File: config.mk
export PLATFORM = sky130hd
export DESIGN_NAME = owd_top
export DESIGN_NICKNAME = d
export VERILOG_FILES = /design/src/rtl/owd_pkg.sv /design/src/rtl/owd_cfg_regs.sv /design/src/rtl/owd_cpu_window.sv /design/src/rtl/owd_master_map.sv /design/src/rtl/owd_top.sv
export SDC_FILE = /design/constraint.sdc
export NUM_CORES = 1
export LEC_CHECK = 0
export ABC_CLOCK_PERIOD_IN_PS = 3800
export BUFFER_PORTS_ARGS = -buffer_cell sky130_fd_sc_hd__buf_2
export CAP_MARGIN = 20
export CORE_UTILIZATION = 45
export DETAILED_ROUTE_END_ITERATION = 8
export PLACE_DENSITY = 0.76
export SLEW_MARGIN = 40
export SYNTH_ARGS = -nofsm -noshare
export SYNTH_HDL_FRONTEND = slang
export SYNTH_HIERARCHICAL = 1
export SYNTH_SLANG_ARGS = --single-unit
File: constraint.sdc
create_clock -name clk -period 3.8 [get_ports clk]
set_input_delay 0.38 -clock clk [delete_from_list [all_inputs] [get_ports clk]]
set_output_delay 0.38 -clock clk [all_outputs]
set_load 0.1 [all_outputs]
File: src/rtl/owd_pkg.sv
package owd_pkg;

    localparam int ADDR_W        = 32;
    localparam int WIN_NUM       = 32;
    localparam int WIN_IDX_W     = $clog2(WIN_NUM);
    localparam int WIN_SPAN_LOG2 = 23;
    localparam int REGION_LSB    = WIN_SPAN_LOG2 + WIN_IDX_W;
    localparam int MODE_LSB      = 7;
    localparam int MODE_W        = 2;

    localparam logic [ADDR_W-1:0] REGION_BASE = 32'hF000_0000;
    localparam logic [ADDR_W-1:0] SYS_LIMIT   = 32'hF080_0000;
    localparam logic [ADDR_W-1:0] DS_LIMIT    = 32'hFF80_0000;
    localparam logic [ADDR_W-1:0] LOCAL_FIRST = 32'hFFF0_0000;
    localparam logic [ADDR_W-1:0] LOCAL_LAST  = 32'hFFFF_FFFE;
    localparam logic [MODE_W-1:0] MODE_ON     = 2'b01;

    typedef enum logic [1:0] {
        TGT_NONE   = 2'b00,
        TGT_SYSMEM = 2'b01,
        TGT_DSMEM  = 2'b10,
        TGT_LOCAL  = 2'b11
    } tgt_e;

    typedef enum logic {
        SEL_WINEN = 1'b0,
        SEL_CTRL  = 1'b1
    } regsel_e;

    typedef struct packed {
        logic [WIN_NUM-1:0] win_en;
        logic [ADDR_W-1:0]  ctrl;
    } cfg_t;

    // Slices that may never be enabled: the first and the last.
    function automatic logic [WIN_NUM-1:0] keep_mask();
        logic [WIN_NUM-1:0] m;
        m = '1;
        m[0] = 1'b0;
        m[WIN_NUM-1] = 1'b0;
        return m;
    endfunction

    function automatic logic fwd_active(input logic [ADDR_W-1:0] ctrl);
        return ctrl[MODE_LSB +: MODE_W] == MODE_ON;
    endfunction

    function automatic logic in_region(input logic [ADDR_W-1:0] a);
        return a[ADDR_W-1:REGION_LSB] == REGION_BASE[ADDR_W-1:REGION_LSB];
    endfunction

endpackage

File: src/rtl/owd_cfg_regs.sv
module owd_cfg_regs
    import owd_pkg::*;
#(
    parameter int AW = owd_pkg::ADDR_W,
    parameter int NW = owd_pkg::WIN_NUM
) (
    input  logic          clk,
    input  logic          rst,
    input  logic          wr_en,
    input  regsel_e       sel,
    input  logic [AW-1:0] wr_data,
    output logic [AW-1:0] rd_data,
    output logic [NW-1:0] win_en_q,
    output logic [AW-1:0] ctrl_q
);

    localparam logic [NW-1:0] KEEP = keep_mask();

    always_ff @(posedge clk) begin
        if (rst) begin
            win_en_q <= '0;
            ctrl_q   <= '0;
        end else if (wr_en) begin
            if (sel == SEL_WINEN) begin
                win_en_q <= wr_data[NW-1:0] & KEEP;
            end else begin
                ctrl_q <= wr_data;
            end
        end
    end

    always_comb begin
        rd_data = '0;
        unique case (sel)
            SEL_WINEN: rd_data[NW-1:0] = win_en_q;
            SEL_CTRL:  rd_data         = ctrl_q;
        endcase
    end

endmodule

File: src/rtl/owd_cpu_window.sv
module owd_cpu_window
    import owd_pkg::*;
#(
    parameter int AW = owd_pkg::ADDR_W,
    parameter int NW = owd_pkg::WIN_NUM,
    parameter int IW = $clog2(NW),
    parameter int SPAN_LOG2 = owd_pkg::WIN_SPAN_LOG2
) (
    input  logic          req_valid,
    input  logic [AW-1:0] req_addr,
    input  logic [NW-1:0] win_en,
    input  logic [AW-1:0] ctrl,
    output logic          hit,
    output logic [AW-1:0] out_addr,
    output logic [IW-1:0] window
);

    logic          region;
    logic          active;
    logic [IW-1:0] idx;
    logic [NW-1:0] slice_hit;

    assign region = in_region(req_addr);
    assign active = fwd_active(ctrl);
    assign idx    = req_addr[SPAN_LOG2 +: IW];

    // One comparator per slice; at most one can fire.
    for (genvar g = 0; g < NW; g++) begin : g_slice
        assign slice_hit[g] = region && (idx == IW'(g)) && win_en[g];
    end

    assign hit      = req_valid && active && (|slice_hit);
    assign out_addr = hit ? req_addr : '0;
    assign window   = region ? idx : '0;

endmodule

File: src/rtl/owd_master_map.sv
module owd_master_map
    import owd_pkg::*;
#(
    parameter int AW = owd_pkg::ADDR_W
) (
    input  logic          req_valid,
    input  logic [AW-1:0] req_addr,
    output tgt_e          target
);

    always_comb begin
        target = TGT_NONE;
        if (req_valid) begin
            if (req_addr < SYS_LIMIT) begin
                target = TGT_SYSMEM;
            end else if (req_addr < DS_LIMIT) begin
                target = TGT_DSMEM;
            end else if (req_addr >= LOCAL_FIRST && req_addr <= LOCAL_LAST) begin
                target = TGT_LOCAL;
            end
        end
    end

endmodule

File: src/rtl/owd_top.sv
module owd_top
    import owd_pkg::*;
#(
    parameter int AW = owd_pkg::ADDR_W,
    parameter int NW = owd_pkg::WIN_NUM,
    parameter int IW = $clog2(NW)
) (
    input  logic          clk,
    input  logic          rst,
    input  logic          reg_wr_en,
    input  logic          reg_sel,
    input  logic [AW-1:0] reg_wdata,
    output logic [AW-1:0] reg_rdata,
    input  logic          cpu_req_valid,
    input  logic [AW-1:0] cpu_req_addr,
    output logic          fwd_hit,
    output logic [AW-1:0] fwd_addr,
    output logic [IW-1:0] fwd_window,
    input  logic          mst_req_valid,
    input  logic [AW-1:0] mst_addr,
    output logic [1:0]    mst_target
);

    cfg_t    cfg;
    tgt_e    tgt;
    regsel_e sel;

    assign sel = regsel_e'(reg_sel);

    owd_cfg_regs #(.AW(AW), .NW(NW)) i_regs (
        .clk      (clk),
        .rst      (rst),
        .wr_en    (reg_wr_en),
        .sel      (sel),
        .wr_data  (reg_wdata),
        .rd_data  (reg_rdata),
        .win_en_q (cfg.win_en),
        .ctrl_q   (cfg.ctrl)
    );

    owd_cpu_window #(.AW(AW), .NW(NW), .IW(IW)) i_win (
        .req_valid (cpu_req_valid),
        .req_addr  (cpu_req_addr),
        .win_en    (cfg.win_en),
        .ctrl      (cfg.ctrl),
        .hit       (fwd_hit),
        .out_addr  (fwd_addr),
        .window    (fwd_window)
    );

    owd_master_map #(.AW(AW)) i_map (
        .req_valid (mst_req_valid),
        .req_addr  (mst_addr),
        .target    (tgt)
    );

    assign mst_target = tgt;

endmodule

==> metrics <==
status=finished clean; reg-to-reg slack, setup=3.07 ns; Mapped Avg Cell Area=9.78 sq um; commonest non-fill, non-tap cell in the layout=buf_2; Root Driver=clkbuf_8; final core utilization=58.9%; fill cell count=754; detailed-route wire length=10100 um; clk buf depth=2; Placer Congestion=0.697; cts hold-fix bufs=0; Cell variety after synth=47; Async SR Flop Fraction=0%; gr usage total=21.2%; IO buf count=173; Layout Nets=657; Synth-to-Final Area Change=24.6%; sw power=562 uW; CTS Buf Count=9; worst slack, placed=0.563 ns; CP Max Fanout=23; remaining global-route overflow=0; WHS Endpoint=i_regs/ctrl_q[0]$_SDFFE_PP0P_; relative slew slack=47.9%; total negative slack=0 ns; Tmin final=2.99 ns; Post-Syn Area=0.00396 sq mm; Worst-Skew Late Latency=0.33 ns; Syn Inst Count=405; Most common cell on crit path=buf_2; Power Density=359 mW/mm^2; YS warnings=6; Pint=1210 uW; placed cell count=647; hold path cells=3; final worst slack=0.806 ns; Die Wd=95.8 um; antenna violations before repair=0; Vias per Instance=5.26; RSZ-0062 raised after global routing=false; HPWL after DPL=7530 um; Sink Count=62; Crit path max-delay family=simple AND/OR/NAND/NOR gates; vias in the first global route=3205; Initial Util=47.3%; #FFs+latches synth=62; FP Rows=33; clock power share=36.3%; CTS resizes=0; CTS tree=built; Max Transition Viols Final=0; CP startpoint kind=primary input; R2R Path End=i_regs/ctrl_q[0]$_SDFFE_PP0P_; first drt pass iteration count=4; global-route wire length before repair=14900 um; hold_sp=reg_wdata[0]; Top FF cell, synth=dfxtp_1; EDFF count, synth=0; clk slew on worst S/H paths=0.07 ns; Worst setup EP type=output port; Multi-input gate area=0.00244 sq mm; Crit. Startpoint=cpu_req_addr[23]; synth top area cells=dfxtp_1 31%, mux2i_1 16%, nand2b_1 15%, mux2_2 8.8%, and4_1 6.6%; combinational fraction of design power=24.0%; most used cells in the layout excluding fill and tap cells=172 x buf_2, 92 x nand2b_1, 65 x mux2i_1; core box area=0.00838 sq mm; part of the power in registers=39.8%; die area=0.00919 sq mm; CP max-delay cell=or4b_1; crit-path cells=buf_2, or4b_1, o21ai_0, o21ai_1, nand4_1, buf_4, and4_1, buf_2; Synth top area share=31.3%; Detail Route Antenna Nets=0; Chip Height=95.8 um; I/O pins=174; total of max-cap violations=0; Finished Layout Cells=665; peak supply drop=0.265 mV; Crit Path Category=in2out; Leakage=0.00246 uW; HP Class=in2reg; Final setup viols=0; Top Metal Used=met4; Critical path buffers and inverters=3; worst hold margin=0.293 ns; pin count of the biggest net entering global routing=93; part of the cycle the worst path needs=78.8%; part of the Yosys area used for sequential elements=31.3%; layout cells sized above 1=41.3%; Setup Skew=0 ns; Net Sw Frac=31.7%; Reg-to-Reg Start=i_regs/ctrl_q[0]$_SDFFE_PP0P_; Metal-1 WL=4180 um; DR iter-0 viols=112; routed wl met3=582 um; area leader, netlist=dfxtp_1; number of antenna diodes=0; Final Hold Fails=0; average wire per standard cell=15.2 um; Setup Buffers After CTS=0; via count=3501; Largest stage delay, worst path=0.55 ns; register area=0.00124 sq mm; WP data arrival=2.61 ns; Met2 Wirelength=5270 um; H-tree levels=3; Peak Freq=334 MHz; Register-to-Register Path Depth=2; drc violations=0; data required time of the critical path=3.42 ns; Slew @ Worst Pin=0.780 ns
-- sequential cells by signal, indices dropped and copies added (netlist names) --
| register | count |
|---|---|
| i_regs/win_en_q | 30 |
| i_regs/ctrl_q | 32 |
-- worst max-delay path by stage --
| stage | endpoint | slack (ns) | cells after the start |
|---|---|---|---|
| after floorplan | mst_target[1] | 1.14 | 4 |
| after global placement | fwd_addr[25] | 0.67 | 7 |
| after detailed placement | fwd_addr[7] | 0.56 | 7 |
| after CTS | fwd_addr[7] | 0.56 | 7 |
| after global routing | fwd_addr[7] | 0.62 | 8 |
| final | fwd_addr[7] | 0.81 | 8 |
-- synthesized netlist by cell type, types with 5 or more instances --
master	n
mux2_2	31
clkbuf_1	12
and2_1	7
and4_1	30
buf_2	9
nand2_1	12
nand2b_1	93
and3_1	7
dfxtp_1	62
a21oi_1	6
buf_4	7
nand3b_1	7
nand3_1	5
mux2i_1	65
buf_12	5
nand4_1	5
-- through the flow --
stage               power, uW  area, sq um
floorplan                1050         3970
global placement         1130         4670
detailed placement       1140         4710
CTS                      1780         4920
global route             1840         4940
finish                   1770         4940
-- worst reg2reg max path, delay by kind of cell, from the launching register on --
kind            cells  cell delay (ns)
flops               1             0.32
compound gates      2             0.34
-- power by group through the flow --
stage	clock network [uW]	logic [uW]	registers [uW]
floorplan	0	342	712
detailed placement	0	422	720
finish	642	424	705
global route	682	449	709
global placement	0	413	718
CTS	654	423	705
-- cell families after synthesis --
family                 after synthesis  share of synthesized area (%)
AO/OA/AOI/OAI                       23                           4.99
buffers and inverters               39                           7.48
flip-flops                          62                           31.3
multiplexers                        96                           25.2
other                                1                         0.0946
AND/OR/NAND/NOR                    184                           30.9
-- layer usage --
layer / GRT usage [%] / up-vias
li1: - / 1739
met1: 24.4 / 1630
met2: 39.5 / 121
met3: 3.40 / 11
met4: 7.21 / 0
met5: 0 / -
-- cell type report --
| class | count | share of cell area, % |
|---|---|---|
| clock inverters | 4 | 1.42 |
| inverters | 1 | 0.0760 |
| well taps | 105 | 2.66 |
| multi-input cells | 305 | 49.3 |
| repair buffers | 176 | 18.4 |
| flip-flops and latches | 62 | 25.1 |
| clock buffers | 12 | 2.94 |
(Power assumes the default switching activity.)
